<file path="config.mk">
export PLATFORM = sky130hd
export DESIGN_NAME = nvm_walk_fsm
export DESIGN_NICKNAME = d
export VERILOG_FILES = /design/src/rtl/nvm_sum_pkg.sv /design/src/rtl/nvm_walk_fsm.sv
export SDC_FILE = /design/constraint.sdc
export NUM_CORES = 1
export LEC_CHECK = 0
export ABC_AREA = 1
export BUFFER_PORTS_ARGS = -buffer_cell sky130_fd_sc_hd__buf_2
export CAP_MARGIN = 10
export CORE_MARGIN = 2
export CORE_UTILIZATION = 37
export DETAILED_ROUTE_END_ITERATION = 8
export PLACE_DENSITY = 0.62
export SYNTH_ARGS = -nofsm -noshare
export SYNTH_HDL_FRONTEND = slang
export SYNTH_SLANG_ARGS = --single-unit
</file>
<file path="constraint.sdc">
create_clock -name clk -period 3.64 [get_ports clk]
set_input_delay 0 -clock clk [delete_from_list [all_inputs] [get_ports clk]]
set_output_delay 0 -clock clk [all_outputs]
set_load 0.02 [all_outputs]
</file>
<file path="src/rtl/nvm_sum_pkg.sv">
package nvm_sum_pkg;

    typedef enum logic [1:0] {
        ST_IDLE  = 2'd0,
        ST_READ  = 2'd1,
        ST_WRITE = 2'd2,
        ST_DONE  = 2'd3
    } walk_st_e;

    typedef enum logic {
        MODE_CHECK = 1'b0,
        MODE_FIX   = 1'b1
    } walk_mode_e;

    typedef struct packed {
        walk_st_e   st;
        walk_mode_e mode;
        logic       pass;
        logic       fail;
        logic       rd_fault;
        logic       wr_fault;
    } walk_flags_t;

endpackage

</file>
<file path="src/rtl/nvm_walk_fsm.sv">
module nvm_walk_fsm
    import nvm_sum_pkg::*;
#(
    parameter int                ADDR_W    = 8,
    parameter int                WORD_W    = 16,
    parameter int                CSUM_ADDR = 'h3F,
    parameter logic [WORD_W-1:0] TARGET    = 16'hBABA
) (
    input  logic              clk,
    input  logic              rst_n,
    input  logic              start_i,
    input  logic              mode_i,
    input  logic              rd_ack_i,
    input  logic              rd_err_i,
    input  logic              wr_ack_i,
    input  logic              wr_err_i,
    input  logic [WORD_W-1:0] sum_next_i,
    output logic              acc_clr_o,
    output logic              acc_add_o,
    output logic              busy_o,
    output logic              rd_req_o,
    output logic [ADDR_W-1:0] rd_addr_o,
    output logic              wr_req_o,
    output logic [ADDR_W-1:0] wr_addr_o,
    output logic [WORD_W-1:0] wr_data_o,
    output logic              done_o,
    output logic              pass_o,
    output logic              fail_o,
    output logic              rd_fault_o,
    output logic              wr_fault_o
);

    localparam logic [ADDR_W-1:0] LAST_CHECK = ADDR_W'(CSUM_ADDR);
    localparam logic [ADDR_W-1:0] LAST_FIX   = ADDR_W'(CSUM_ADDR - 1);

    walk_flags_t       f_d, f_q;
    logic [ADDR_W-1:0] addr_d, addr_q;
    logic [WORD_W-1:0] wdata_d, wdata_q;
    logic [ADDR_W-1:0] last_addr;

    assign last_addr = (f_q.mode == MODE_FIX) ? LAST_FIX : LAST_CHECK;

    always_comb begin
        f_d       = f_q;
        addr_d    = addr_q;
        wdata_d   = wdata_q;
        acc_clr_o = 1'b0;
        acc_add_o = 1'b0;
        unique case (f_q.st)
            ST_IDLE: begin
                if (start_i) begin
                    f_d.st       = ST_READ;
                    f_d.mode     = walk_mode_e'(mode_i);
                    f_d.pass     = 1'b0;
                    f_d.fail     = 1'b0;
                    f_d.rd_fault = 1'b0;
                    f_d.wr_fault = 1'b0;
                    addr_d       = '0;
                    acc_clr_o    = 1'b1;
                end
            end
            ST_READ: begin
                if (rd_ack_i) begin
                    if (rd_err_i) begin
                        f_d.st       = ST_DONE;
                        f_d.fail     = 1'b1;
                        f_d.rd_fault = 1'b1;
                    end else begin
                        acc_add_o = 1'b1;
                        if (addr_q == last_addr) begin
                            if (f_q.mode == MODE_FIX) begin
                                f_d.st  = ST_WRITE;
                                wdata_d = TARGET - sum_next_i;
                            end else begin
                                f_d.st   = ST_DONE;
                                f_d.pass = (sum_next_i == TARGET);
                                f_d.fail = (sum_next_i != TARGET);
                            end
                        end else begin
                            addr_d = addr_q + 1'b1;
                        end
                    end
                end
            end
            ST_WRITE: begin
                if (wr_ack_i) begin
                    f_d.st = ST_DONE;
                    if (wr_err_i) begin
                        f_d.fail     = 1'b1;
                        f_d.wr_fault = 1'b1;
                    end else begin
                        f_d.pass = 1'b1;
                    end
                end
            end
            ST_DONE: begin
                f_d.st = ST_IDLE;
            end
            default: begin
                f_d.st = ST_IDLE;
            end
        endcase
    end

    always_ff @(posedge clk or negedge rst_n) begin
        if (!rst_n) begin
            f_q     <= '{st: ST_IDLE, mode: MODE_CHECK, default: 1'b0};
            addr_q  <= '0;
            wdata_q <= '0;
        end else begin
            f_q     <= f_d;
            addr_q  <= addr_d;
            wdata_q <= wdata_d;
        end
    end

    assign busy_o     = (f_q.st != ST_IDLE);
    assign rd_req_o   = (f_q.st == ST_READ);
    assign rd_addr_o  = addr_q;
    assign wr_req_o   = (f_q.st == ST_WRITE);
    assign wr_addr_o  = LAST_CHECK;
    assign wr_data_o  = wdata_q;
    assign done_o     = (f_q.st == ST_DONE);
    assign pass_o     = f_q.pass;
    assign fail_o     = f_q.fail;
    assign rd_fault_o = f_q.rd_fault;
    assign wr_fault_o = f_q.wr_fault;

endmodule

</file>
==> results of run 1 <==
-- through the flow --
step	hold slack (ns)	instance area [um2]	std cells	setup slack, ns
6_report	0.00960	2660	472	1.55
4_1_cts	0.00581	2660	472	1.55
3_5_place_dp	0.114	2560	462	1.58
3_3_place_gp	0.109	2560	462	1.66
2_1_floorplan	-0.296	2270	342	1.94
5_1_grt	0.0428	2660	472	1.28
-- worst max-delay path by stage --
| stage | startpoint | endpoint | cells after the start |
|---|---|---|---|
| floorplan | f_q[6] | wr_data_o[13] | 10 |
| global placement | f_q[6] | rd_addr_o[6] | 8 |
| detailed placement | f_q[6] | rd_addr_o[4] | 8 |
| CTS | f_q[6] | rd_addr_o[4] | 8 |
| global route | f_q[6] | rd_addr_o[4] | 8 |
| finish | f_q[6] | rd_addr_o[4] | 8 |
-- routing by layer --
layer | vias up | GRT usage [%]
met1 | 1035 | 24.5
met3 | 6 | 3.63
met5 | - | 0
met2 | 69 | 28.0
met4 | 0 | 6.83
li1 | 1172 | -
-- what timing repair did --
item,in CTS,in global routing
endpoints found under the setup margin,0,0
hold endpoints to repair,32,0
setup buffers,0,0
hold buffers,2,0
resized for setup,0,0
-- synthesized netlist by cell type (4+ instances only) --
library cell    n
nand2_1       112
nor2_1         39
inv_1          38
nand3_1        33
dfrtp_1        31
o21ai_0        14
a21oi_1        10
nand4_1        10
buf_4           8
ha_1            8
o21ai_2         4
xnor2_1         4
-- power groups by stage --
stage | clock network (W) | registers (W) | logic, W
3_3_place_gp | 0 | 0.000442 | 0.000526
3_5_place_dp | 0 | 0.000442 | 0.000530
4_1_cts | 0.000285 | 0.000435 | 0.000536
2_1_floorplan | 0 | 0.000468 | 0.000354
6_report | 0.000276 | 0.000435 | 0.000532
5_1_grt | 0.000299 | 0.000445 | 0.000604
-- cell type report --
| type | instances | area (um2) | area share [%] |
|---|---|---|---|
| tap | 75 | 93.8 | 3.53 |
| sequential | 31 | 776 | 29.2 |
| timing repair buffer | 59 | 305 | 11.5 |
| clock buffer | 7 | 76.3 | 2.87 |
| inverter | 41 | 154 | 5.79 |
| multi-input combinational | 258 | 1250 | 47.0 |
| clock inverter | 1 | 5.00 | 0.188 |
-- cells by family after synthesis --
group | Yosys count | synth area share (%)
adder cells (fa/ha/maj) | 8 | 4.45
other | 2 | 0.334
buffers and inverters | 53 | 11.0
AO/OA/AOI/OAI | 33 | 8.57
flip-flops | 31 | 34.5
AND/OR/NAND/NOR | 205 | 39.6
XOR/XNOR | 4 | 1.56
-- registers in the layout, summed over array words and instances, names as in the netlist --
name	cells
f_q	3
wr_data_o	16
fail_o	1
rd_fault_o	1
wr_fault_o	1
pass_o	1
rd_addr_o	8
-- worst register-to-register path: cells and delay by family, from the launching register on --
| kind | cells | cell delay [ns] |
|---|---|---|
| simple gates | 5 | 0.83 |
| fa+ha+maj | 1 | 0.43 |
| flops | 1 | 0.40 |
| buf+inv | 2 | 0.37 |
==> impl_results.md, run 1 <==
* Status: complete, no violations
* Wire length on met2 at 2.61 mm
* R2r worst-path depth at 8
* Reg-to-reg endpoint: rd_addr_o[4]
* TNS Setup at 0 ns
* CTS Sinks at 31
* Slowest stage delay, CP at 0.43 ns
* P&R area growth vs syn at 18.3%
* Total power at 0.00124 W
* DIE HEIGHT at 82.0 um
* WL final at 5.60 mm
* Crit-path slowest cell: ha_1
* Hold wc startpoint: sum_next_i[14]
* Post-synth ARST share at 100%
* CP arrival at 2.32 ns
* WHS Endpoint: wr_data_o[14]
* Starting Density at 38.2%
* Max Freq at 478 MHz
* Fin. Hold Viols at 0
* Min cycle time layout at 2.09 ns
* Input/output buffers at 57
* Switching Share at 44.0%
* Die W at 82.0 um
* CTS tree: yes
* Bufs and invs on worst path at 2
* Crit-path max FO at 14
* Seq cells post-synth at 31
* Sw Pwr at 0.000547 W
* Top Layer Used: met4
* RSZ-0062 raised after global routing: false
* Gr usage total at 18.0%
* Most common cell after layout, fill and taps aside: nand2_1
* Drc violations at 0
* CTS root buffer: clkbuf_8
* Total gr overflow at 0
* Power density over the cells at 467 nW/um2
* Clock slew at reported path FFs at 0.07 ns
* Internal at 0.000695 W
* Max VDD drop at 0.319 mV
* Drt first pass iters at 4
* Clock Skew at 0.00707 ns
* Seq pwr share at 35.0%
* EDFF count, synth at 0
* Period utilization at 57.5%
* Routed wire per std cell at 11.9 um
* Initial DRC Count at 136
* Total CTS buffers at 5
* Routability congestion estimate at 0.872
* Most frequent cells in the layout: 112 x nand2_1, 57 x buf_2, 39 x nor2_1
* M1 WL at 2.54 mm
* CP startpoint kind: register
* Crit path kind: register to register
* Clock share of power at 22.2%
* Post-Synthesis Cells at 336
* Initial antenna violation count at 0
* Rel. slew slack at 51.8%
* Maximum number of pins on one net before global-route repair at 32
* Hold/Removal Path Class: input pin to register
* Critical path capture point type: register
* Combinational fraction of design power at 42.8%
* Final setup fails at 0
* Via Count at 2,282
* Distinct cell type count after synthesis at 28
* CTS Buffer Depth at 2
* Max-cap violation count at 0
* Most used cell, CP: nand2_1
* Syn Area/Cell at 6.69 um2
* Req. time, crit path at 3.87 ns
* Clk_lat worst skew at 0.29 ns
* Num ports at 66
* Ant diodes at 0
* Post-DRT Antenna Nets at 0
* Reg2reg start: f_q[6]
* Htree depth at 2
* Worst-margin pin slew at 0.724 ns
* Number of global-route vias before repair at 1,973
* Syn. warnings at 0
* Synth top area cells: dfrtp_1 35%, nand2_1 19%, nand3_1 7.3%, nor2_1 6.5%, inv_1 6.3%
* Cell Area, Synth at 2250 um2
* Layout Nets at 428
* Die area at 6720 um2
* Slew Limit Fails at 0
* Ys flop type: dfrtp_1
* Post-layout util at 45.2%
* First-pass GRT wire length at 9.25 mm
* Yosys top cell area share at 34.5%
* R2r setup slk at 1.55 ns
* Num rows at 28
* Hold path depth at 3
* Post-DP HPWL at 4.33 mm
* Static Leakage at 1.54 nW
* # fillers at 634
* Met3 WL post-DR at 371 um
* Sequential-to-total area share from yosys stat at 34.5%
* Worst path cell trace: inv_1, ha_1, inv_1, nor2_1, nand4_2, nand2_1, nand2_1, nand2_1
* Worst path top cell family by delay: simple AND/OR/NAND/NOR gates
* Layout cells sized above 1 at 19.1%
* Dominant cell type by area after synthesis: dfrtp_1
* DR vias/cell at 4.83
* Core area at 5890 um2
(Power assumes the default switching activity.)
==> run 2, diff against run 1 <==
ABC_AREA = 0   (was 1)
PLACE_DENSITY = 0.66   (was 0.62)
clock period = 1.8 ns   (was 3.64 ns; I/O delays follow)
==> run 2 against run 1 <==
Against the previous run:
- clock skew grew 0.0085 ns
- utilization grew 4.2 points
- routed wire length shrank 17%
- cell area shrank 4.6%
- critical path depth is the same
- worst hold slack gained 0.00053 ns
- highest routed layer unchanged
==> impl_results.md, run 2 <==
* Initial antenna violation count at 0 (unchanged)
* Gr usage total at 15.8% (was 18.0%)
* Die area at 5980 um2 (was 6720 um2)
* Die W at 77.4 um (was 82.0 um)
* Hold/Removal Path Class: input pin to register (unchanged)
* Count leader, synth: dfrtp_1 (was nand2_1)
* Starting Density at 38.7% (was 38.2%)
* Clk_lat worst skew at 0.29 ns (about the same)
* Post-route cell area at 2540 um2 (was 2660 um2)
* Most frequent cells in the layout: 57 x buf_2, 31 x dfrtp_1, 28 x nand2_1 (was 112 x nand2_1, 57 x buf_2, 39 x nor2_1)
* Crit path kind: register to register (unchanged)
* Distinct cell type count after synthesis at 47 (was 28)
* Post-DRT Antenna Nets at 0 (unchanged)
* Most common cell after layout, fill and taps aside: buf_2 (was nand2_1)
* Max-cap violation count at 0 (unchanged)
* Via Count at 1,771 (was 2,282)
* CP arrival at 1.89 ns (was 2.32 ns)
* DR vias/cell at 4.97 (was 4.83)
* Routability congestion estimate at 0.850 (was 0.872)
* Yosys top cell area share at 39.0% (was 34.5%)
* Max reg flops at 16 (unchanged)
* Cell Area, Synth at 1990 um2 (was 2250 um2)
* Fin. Hold Viols at 0 (unchanged)
* CP startpoint kind: register (unchanged)
* Ys flop type: dfrtp_1 (unchanged)
* Clock slew at reported path FFs at 0.07 ns (about the same)
* Synth top area cells: dfrtp_1 39%, nand2_1 5.5%, ha_1 5.0%, xnor2_1 4.0%, o21ai_1 3.8% (was dfrtp_1 35%, nand2_1 19%, nand3_1 7.3%, nor2_1 6.5%, inv_1 6.3%)
* Clock Skew at 0.0155 ns (was 0.00707 ns)
* Syn Area/Cell at 9.09 um2 (was 6.69 um2)
* Post-synth ARST share at 100% (unchanged)
* Input/output buffers at 57 (unchanged)
* Htree depth at 2 (unchanged)
* Dpl cell area at 2360 um2 (was 2560 um2)
* P&R area growth vs syn at 27.4% (was 18.3%)
* Drt first pass iters at 4 (unchanged)
* Post-DP HPWL at 3.54 mm (was 4.33 mm)
* Syn. warnings at 0 (unchanged)
* Total CTS buffers at 5 (unchanged)
* Post-Synthesis Cells at 219 (was 336)
* EDFF count, synth at 0 (unchanged)
* Initial DRC Count at 46 (was 136)
* CTS Buffer Depth at 2 (unchanged)
* Static Leakage at 1.25 nW (was 1.54 nW)
* Max Freq at 583 MHz (was 478 MHz)
* Num rows at 26 (was 28)
* Final setup fails at 0 (unchanged)
* Total gr overflow at 0 (unchanged)
* Period utilization at 95.4% (was 57.5%)
* Req. time, crit path at 1.98 ns (was 3.87 ns)
* Commonest cells post-synth: 31 x dfrtp_1, 29 x nand2_1, 15 x o21ai_1 (was 112 x nand2_1, 39 x nor2_1, 38 x inv_1)
* Slew Limit Fails at 0 (unchanged)
* Routed wire per std cell at 13.1 um (was 11.9 um)
* Maximum number of pins on one net before global-route repair at 32 (unchanged)
* Number of global-route vias before repair at 1,618 (was 1,973)
* Num ports at 66 (unchanged)
* WL final at 4.66 mm (was 5.60 mm)
* # fillers at 527 (was 634)
* Crit-path max FO at 4 (was 14)
* CTS root buffer: clkbuf_8 (unchanged)
* DIE HEIGHT at 77.4 um (was 82.0 um)
* Status: complete, no violations (unchanged)
* Min cycle time layout at 1.72 ns (was 2.09 ns)
* Ant diodes at 0 (unchanged)
* Rel. slew slack at 53.8% (was 51.8%)
* Layout Nets at 318 (was 428)
* Worst-margin pin slew at 0.692 ns (was 0.724 ns)
* Seq cells post-synth at 31 (unchanged)
* Core area at 5140 um2 (was 5890 um2)
* CTS Sinks at 31 (unchanged)
* Power density over the cells at 1080 nW/um2 (was 467 nW/um2)
* Layout cells sized above 1 at 33.9% (was 19.1%)
* First-pass GRT wire length at 7.62 mm (was 9.25 mm)
* Critical path capture point type: register (unchanged)
* CTS tree: yes (unchanged)
* Drc violations at 0 (unchanged)
* Dominant cell type by area after synthesis: dfrtp_1 (unchanged)
* Sequential-to-total area share from yosys stat at 39.0% (was 34.5%)
* Max VDD drop at 0.484 mV (was 0.319 mV)
* Post-layout util at 49.3% (was 45.2%)
## run 2: cell types whose count changed after synthesis, sizes merged, moves of 7 or more
cell   change
nor2      -34
o21ai     +10
nand2     -84
nand4      -7
a31oi      +7
inv       -31
nand3     -24
## run 2: final timing paths
path | cells past startpoint | end | startpoint | slack, ns
setup / recovery | 8 | fail_o | f_q[6] | 0.08
hold / removal | 3 | wr_data_o[0] | sum_next_i[0] | 0.01
setup reg to reg | 8 | fail_o | f_q[6] | 0.08
hold reg to reg | 2 | wr_data_o[11] | wr_data_o[11] | 0.49
max in group asynchronous | 2 | wr_data_o[11] | rst_n | 1.05
min in group asynchronous | 2 | wr_fault_o | rst_n | 0.29
## run 2: layout make-up
class                      instances  area (um2)  area share, %
multi-input combinational        169        1160           45.7
sequential                        31         776           30.6
timing repair buffer              70         392           15.4
tap                               70        87.6           3.45
clock buffer                       6        82.6           3.26
inverter                           9        33.8           1.33
clock inverter                     1        5.00          0.197
## run 2: where the power goes
| part | leakage [nW] | internal, W | total (W) | switching, W |
|---|---|---|---|---|
| Clock | 0.0470 | 0.000300 | 0.000566 | 0.000266 |
| Sequential | 0.424 | 0.000782 | 0.000881 | 0.0000993 |
| Combinational | 0.777 | 0.000542 | 0.00128 | 0.000742 |
## run 2: worst max-delay path: stages (launching register included)
cell	delay (ns)
dfrtp_1	0.38
inv_1	0.08
buf_4	0.12
ha_2	0.20
inv_1	0.06
o22ai_1	0.27
nor2_2	0.09
o2111ai_2	0.10
mux2_4	0.31
## run 2: per-layer routing
metal | vias to the layer above | part of all wire, % | global-route usage (%) | routed length [um]
met1 | 832 | 48 | 21.6 | 2250
met5 | - | 0 | 0 | 0
met4 | 0 | 0.69 | 4.29 | 32
li1 | 892 | - | - | -
met2 | 43 | 46 | 24.8 | 2160
met3 | 4 | 4.6 | 3.95 | 215
## run 2: cell families (layout without fill, tap and decap cells)
logic type | Yosys count | count (layout) | synth area share, %
AOI/OAI and AO/OA | 59 | 59 | 18.5
xor gates and xnor gates | 15 | 15 | 6.60
adders and majority gates | 8 | 8 | 5.03
buffers and inverters | 25 | 86 | 6.47
DFF | 31 | 31 | 39.0
muxes | 9 | 9 | 4.90
other | 2 | 8 | 0.377
and+or+nand+nor | 70 | 70 | 19.2
## run 2: through the flow
stage | instances | worst slack (ns) | setup TNS [ns] | power [W] | hold slack [ns]
after floorplan | 225 | 0.00343 | 0 | 0.00172 | -0.296
final | 356 | 0.0833 | 0 | 0.00273 | 0.0101
after CTS | 354 | 0.00583 | 0 | 0.00266 | 0.00416
after global routing | 356 | -0.0147 | -0.0374 | 0.00292 | 0.00933
after detailed placement | 345 | 0.0160 | 0 | 0.00209 | 0.0915
after global placement | 345 | 0.0282 | 0 | 0.00207 | 0.0826
## run 2: what timing repair did
item,CTS,global route
hold endpoints to repair,32,0
gates resized for setup,0,14
hold buffers,2,0
setup endpoints to repair,0,23
setup buffers,0,2
